===== config.mk =====
export PLATFORM = sky130hd
export DESIGN_NAME = serial_acc_adder
export DESIGN_NICKNAME = d
export VERILOG_FILES = /design/src/rtl/sacc_pkg.sv /design/src/rtl/sacc_full_adder.sv /design/src/rtl/sacc_shift_reg.sv /design/src/rtl/sacc_ctrl.sv /design/src/rtl/serial_acc_adder.sv
export SDC_FILE = /design/constraint.sdc
export NUM_CORES = 1
export LEC_CHECK = 0
export BUFFER_PORTS_ARGS = -buffer_cell sky130_fd_sc_hd__buf_2
export CAP_MARGIN = 10
export CORE_UTILIZATION = 42
export DETAILED_ROUTE_END_ITERATION = 7
export PLACE_DENSITY = 0.67
export SETUP_SLACK_MARGIN = 0.05
export SLEW_MARGIN = 20
export SYNTH_ARGS = -nofsm -noshare
export SYNTH_HDL_FRONTEND = slang
export SYNTH_HIERARCHICAL = 1
export SYNTH_SLANG_ARGS = --single-unit

===== constraint.sdc =====
create_clock -name clk -period 1.3 [get_ports clk]
set_input_delay 0.065 -clock clk [delete_from_list [all_inputs] [get_ports clk]]
set_output_delay 0.065 -clock clk [all_outputs]
set_load 0.1 [all_outputs]

===== src/rtl/sacc_pkg.sv =====
package sacc_pkg;

    // result of one full-adder evaluation
    typedef struct packed {
        logic sum;
        logic cout;
    } fa_out_t;

endpackage


===== src/rtl/sacc_full_adder.sv =====
module sacc_full_adder
    import sacc_pkg::*;
(
    input  logic    a,
    input  logic    b,
    input  logic    cin,
    output fa_out_t res
);

    always_comb begin
        res.sum  = a ^ b ^ cin;
        res.cout = (a & b) | (a & cin) | (b & cin);
    end

endmodule


===== src/rtl/sacc_shift_reg.sv =====
module sacc_shift_reg #(
    parameter int WIDTH  = 4,
    parameter bit ROTATE = 1'b0
) (
    input  logic             clk,
    input  logic             rst_n,
    input  logic             load,
    input  logic [WIDTH-1:0] load_val,
    input  logic             shift,
    input  logic             ser_in,
    output logic [WIDTH-1:0] q
);

    logic [WIDTH-1:0] word_d, word_q;
    logic             top_bit;

    generate
        if (ROTATE) begin : g_rot
            assign top_bit = word_q[0];
        end else begin : g_ser
            assign top_bit = ser_in;
        end
    endgenerate

    always_comb begin
        word_d = word_q;
        if (shift) begin
            word_d = {top_bit, word_q[WIDTH-1:1]};
        end else if (load) begin
            word_d = load_val;
        end
    end

    always_ff @(posedge clk or negedge rst_n) begin
        if (!rst_n) word_q <= '0;
        else        word_q <= word_d;
    end

    assign q = word_q;


    load_take_chk: assert property (@(posedge clk) disable iff (!rst_n)
        (load && !shift) |=> (q == $past(load_val)));


    shift_right_chk: assert property (@(posedge clk) disable iff (!rst_n)
        shift |=> (q[WIDTH-2:0] == $past(q[WIDTH-1:1])));

    generate
        if (ROTATE) begin : g_rot_chk

            rotate_keep_chk: assert property (@(posedge clk) disable iff (!rst_n)
                shift |=> ($countones(q) == $countones($past(q))));
        end
    endgenerate

endmodule


===== src/rtl/sacc_ctrl.sv =====
module sacc_ctrl #(
    parameter int STEPS = 4
) (
    input  logic clk,
    input  logic rst_n,
    input  logic start,
    output logic shift,
    output logic busy,
    output logic done
);

    localparam int CW = (STEPS > 2) ? $clog2(STEPS) : 1;
    localparam logic [CW-1:0] LAST = CW'(STEPS - 1);

    typedef struct packed {
        logic [CW-1:0] step;
        logic          done;
    } ctrl_st_t;

    ctrl_st_t st_d, st_q;
    logic     shift_c;

    always_comb begin
        st_d      = st_q;
        st_d.done = 1'b0;
        shift_c   = 1'b0;
        if (st_q.step == '0) begin
            if (start) begin
                shift_c   = 1'b1;
                st_d.step = CW'(1);
            end
        end else begin
            shift_c = 1'b1;
            if (st_q.step == LAST) begin
                st_d.step = '0;
                st_d.done = 1'b1;
            end else begin
                st_d.step = st_q.step + 1'b1;
            end
        end
    end

    always_ff @(posedge clk or negedge rst_n) begin
        if (!rst_n) st_q <= '0;
        else        st_q <= st_d;
    end

    assign shift = shift_c;
    assign busy  = (st_q.step != '0);
    assign done  = st_q.done;


    busy_entry_chk: assert property (@(posedge clk) disable iff (!rst_n)
        $rose(busy) |-> $past(start));


    busy_hold_chk: assert property (@(posedge clk) disable iff (!rst_n)
        (busy && st_q.step != LAST) |=> busy);


    done_after_busy_chk: assert property (@(posedge clk) disable iff (!rst_n)
        done |-> (!busy && $past(busy)));


    done_single_chk: assert property (@(posedge clk) disable iff (!rst_n)
        done |=> !done);

endmodule


===== src/rtl/serial_acc_adder.sv =====
module serial_acc_adder
    import sacc_pkg::*;
#(
    parameter int WIDTH = 4
) (
    input  logic             clk,
    input  logic             rst_n,
    input  logic             start,
    input  logic             load_acc,
    input  logic [WIDTH-1:0] acc_in,
    input  logic             load_add,
    input  logic [WIDTH-1:0] add_in,
    output logic [WIDTH-1:0] acc_out,
    output logic             carry_out,
    output logic             busy,
    output logic             done
);

    logic             shift;
    logic [WIDTH-1:0] acc_q, add_q;
    fa_out_t          fa;
    logic             carry_d, carry_q;

    sacc_ctrl #(.STEPS(WIDTH)) u_ctrl (
        .clk   (clk),
        .rst_n (rst_n),
        .start (start),
        .shift (shift),
        .busy  (busy),
        .done  (done)
    );

    sacc_full_adder u_fa (
        .a   (acc_q[0]),
        .b   (add_q[0]),
        .cin (carry_q),
        .res (fa)
    );

    sacc_shift_reg #(.WIDTH(WIDTH), .ROTATE(1'b0)) u_acc (
        .clk      (clk),
        .rst_n    (rst_n),
        .load     (load_acc),
        .load_val (acc_in),
        .shift    (shift),
        .ser_in   (fa.sum),
        .q        (acc_q)
    );

    sacc_shift_reg #(.WIDTH(WIDTH), .ROTATE(1'b1)) u_add (
        .clk      (clk),
        .rst_n    (rst_n),
        .load     (load_add),
        .load_val (add_in),
        .shift    (shift),
        .ser_in   (1'b0),
        .q        (add_q)
    );

    always_comb begin
        carry_d = carry_q;
        if (shift)                     carry_d = fa.cout;
        else if (load_acc || load_add) carry_d = 1'b0;
    end

    always_ff @(posedge clk or negedge rst_n) begin
        if (!rst_n) carry_q <= 1'b0;
        else        carry_q <= carry_d;
    end

    assign acc_out   = acc_q;
    assign carry_out = carry_q;


    load_clears_carry_chk: assert property (@(posedge clk) disable iff (!rst_n)
        ((load_acc || load_add) && !shift) |=> !carry_out);


    idle_carry_hold_chk: assert property (@(posedge clk) disable iff (!rst_n)
        (!shift && !load_acc && !load_add) |=> $stable(carry_out));

endmodule


## Yosys cells after proc, flatten, opt, wreduce, memory -nomap -nowiden

Index checks and enable logic that the tools add are counted.

| storage, ports and cells | value |
|---|---|
| register bits | 12 |
| bits of input ports | 13 |
| output and inout bits | 7 |
| word-level logic and storage cells | 34 |

| operators by class | value |
|---|---|
| $add $sub $neg | 1 |
| equality and inequality tests | 2 |
| multiplexer cells | 13 |
| bitwise gates (word level) | 7 |
| reduce and logical (&&, ||, !) cells | 6 |

Operator list:

| kind | count |
|---|---|
| two-way mux 4 bit | 4 |
| nonzero test 2 bit | 4 |
| two-way mux 1 bit | 6 |
| two-way mux 2 bit | 3 |
| AND 1 bit | 3 |
| adder 2 x 1 -> 2 bit (second input constant) | 1 |
| equality test 2 bit (second input constant) | 1 |
| logical NOT 2 bit | 1 |
| inequality test 2 bit (second input constant) | 1 |
| bitwise OR 1 bit | 2 |
| bitwise XOR 1 bit | 2 |
| logical OR 1 bit | 1 |

## Logic depth before layout (Yosys ltp)

| depth | value |
|---|---|
| depth in word-level cells | 4 |
| gate-level depth with buffers | 5 |
| gate-level depth less buffers | 5 |

## Cells and area by module

Netlist, hierarchy kept.

By module, submodules not included:

| module | instances | cells an instance | area an instance (um2) | seq. area each (um2) |
|---|---|---|---|---|
| sacc_shift_reg | 2 | 17 | 186.4 | 100.1 |
| sacc_ctrl | 1 | 12 | 162.7 | 75.1 |
| serial_acc_adder | 1 | 5 | 52.6 | 25.0 |
| sacc_full_adder | 1 | 1 | 20.0 | 0.0 |

## Least setup slack after synthesis

Ideal clock, no wire load.

| path | value |
|---|---|
| path kind | register -> register |
| from | reg u_acc.word_q[0], in the netlist u_acc/q[0] |
| to | reg u_acc.word_q[3], in the netlist u_acc/q[3] |
| library setup time | 0.126 ns |
| data arrival time | 1.585 ns |
| data required time | 1.174 ns |
| setup slack | -0.411 ns |
| stages on the path, launching flop included | 4 |
| buffers on the path | 0 |
| period minus slack after synthesis | 1.711 ns |
| cells stage by stage | dfrtp_1 > fa_1 > nand2_1 > o21ai_1 |

RTL lines:

| what | RTL line | text |
|---|---|---|
| start, declared | sacc_shift_reg.sv:14 | `logic [WIDTH-1:0] word_d, word_q;` |
| start signal, assigned | sacc_shift_reg.sv:36 | `else word_q <= word_d;` |

==> out/metrics.cfg <==
[floorplan]
die_area_um2 = 1590
top_level_ports = 20
rows = 13
die_h_um = 39.9
die_w_um = 39.9
initial_core_util = 0.459
coreArea_um2 = 1320

[sta]
worst_pin_slew_ns = 0.484
hold_violations = 0
clock.fmax_ghz = 0.809
final.period_utilization = 0.951
slew_violations = 0
skew_ns = 0.00308
worst_slack_ns = 0.0633
setup_viol = 0
rsz0062_at_grt = true
slew-limit-headroom = 0.679
period_needed_ns = 1.24

[grt]
grt.total_usage = 0.179
grt_max_degree = 13
globalRouteOverflowTotal = 0
antenna_found_initial = 0
grt_pass1_vias = 407
grt_first_pass_wirelength_um = 1790

[routing]
first_iter_violations = 1
firstDrtPassIters = 2
vias_per_cell = 4.86
drc = 0
ant_nets = 0
wl_per_cell_um = 12.3
vias = 447
wl_um = 1140

[cts]
clockBufferDepth = 2
clkLatencyLatePin_ns = 0.27
cts.sinks = 12
path_clk_slew_ns = 0.07
htreeDepth = 1
root_buffer = clkbuf_4
cts_tree = yes
numCtsBuffers = 3

[place]
numPortBuffers = 19
gp_congestion = 0.711
dp_slack_ns = 0.0532
dp_hpwl_um = 846

[synth]
yosysWarnings = 6
synth_area_um2 = 604
syn_area_per_cell_um2 = 11.8
synth_fp_nets = 68
netlist_instances = 51

[worst_setup_path]
start_kind = flip-flop
r2r-start = carry_out$_DFFE_PN0P_
crit_type = reg2reg
path_max_fanout = 3
worstPathArrival_ns = 1.43
critPathCaptureType = flip-flop
rrSetupSlack_ns = 0.06
r2r_cells = 3
required_ns = 1.49
r2r-end = u_acc/q[3]$_DFFE_PN0P_

[worst_hold_path]
hold_path_class = in2reg
min_from = add_in[0]
min_path_cells = 3
hold_path_end = u_add/q[0]$_DFFE_PN0P_

[layout]
antenna_cells = 0
final_nets = 96
syn_to_final_growth_pct = 32.9
drive_above_1_share = 0.506

[run_status]
outcome = complete, no violations

[flow_run]
drv_cap = 0

[cell type report]
cell class | count | area (µm²)
tap | 15 | 18.8
multi-input combinational | 33 | 279
fill | 117 | 514
sequential | 12 | 310
inverter | 4 | 15.0
timing repair buffer | 25 | 158
clock buffer | 3 | 22.5
[state kept, by name (all words and copies together) (netlist names)]
name	flops
carry_out	1
u_ctrl/done	1
u_add/q	4
u_acc/q	4
u_ctrl/st_q	2
[critical path, cell delays in order (launching register included)]
cell and delay, ns:
dfrtp_4 0.49, fa_1 0.53, nand2_1 0.06, o21ai_1 0.09
[per-stage QoR]
step | instance area (µm²) | hold slack, ns | utilization | std cells | setup TNS, ns
floorplan | 614 | -0.231 | - | 51 | -0.0355
global placement | 736 | -0.0425 | 0.558 | 85 | 0
detailed placement | 736 | -0.0458 | 0.558 | 85 | 0
CTS | 796 | 0.0778 | 0.604 | 91 | 0
global route | 803 | 0.0981 | 0.610 | 92 | 0
finish | 803 | 0.0810 | 0.610 | 92 | 0
[how the worst max path moves through the flow]
stage | slack, ns | from | endpoint
detailed placement | 0.05 | u_ctrl/st_q[1]$_DFFE_PN0P_ | u_ctrl/st_q[2]$_DFFE_PN0P_
CTS | 0.05 | carry_out$_DFFE_PN0P_ | u_acc/q[3]$_DFFE_PN0P_
global route | 0.02 | carry_out$_DFFE_PN0P_ | u_acc/q[3]$_DFFE_PN0P_
floorplan | -0.02 | u_acc/q[0]$_DFFE_PN0P_ | u_acc/q[3]$_DFFE_PN0P_
finish | 0.06 | carry_out$_DFFE_PN0P_ | u_acc/q[3]$_DFFE_PN0P_
global placement | 0.08 | u_ctrl/st_q[2]$_DFFE_PN0P_ | u_ctrl/st_q[2]$_DFFE_PN0P_
[per-layer routing]
layer  global-route usage  share of wire  vias to the layer above
li1                     -              -                      225
met1                0.223           0.46                      210
met2                0.286           0.49                       12
met3               0.0333          0.045                        0
met4                0.103              0                        0
met5                    0              0                        -
[cells in the final DEF (no fill, tap or decap)]
cell and count:
inv_2 3, ha_1 2, dfrtp_4 2, buf_4 5
buf_12 1, mux2i_1 8, o21ai_1 8, ha_4 1
mux2_4 1, nand2b_4 1, fa_1 1, inv_1 1
nand2_1 9, clkbuf_4 3, o41ai_2 1, dlygate4sd3_1 1
dfrtp_2 2, o22a_2 1, buf_2 18, dfrtp_1 8
[what timing repair did]
action,CTS,global route
setup endpoints to repair,3,2
buffers inserted,2,1
endpoints found under the hold margin,12,0
hold buffers,1,0
pin swaps,2,0
resized for setup,2,3
Power is not shown: default switching activity piles up to over one toggle a cycle in this logic, so the estimate is an artifact.
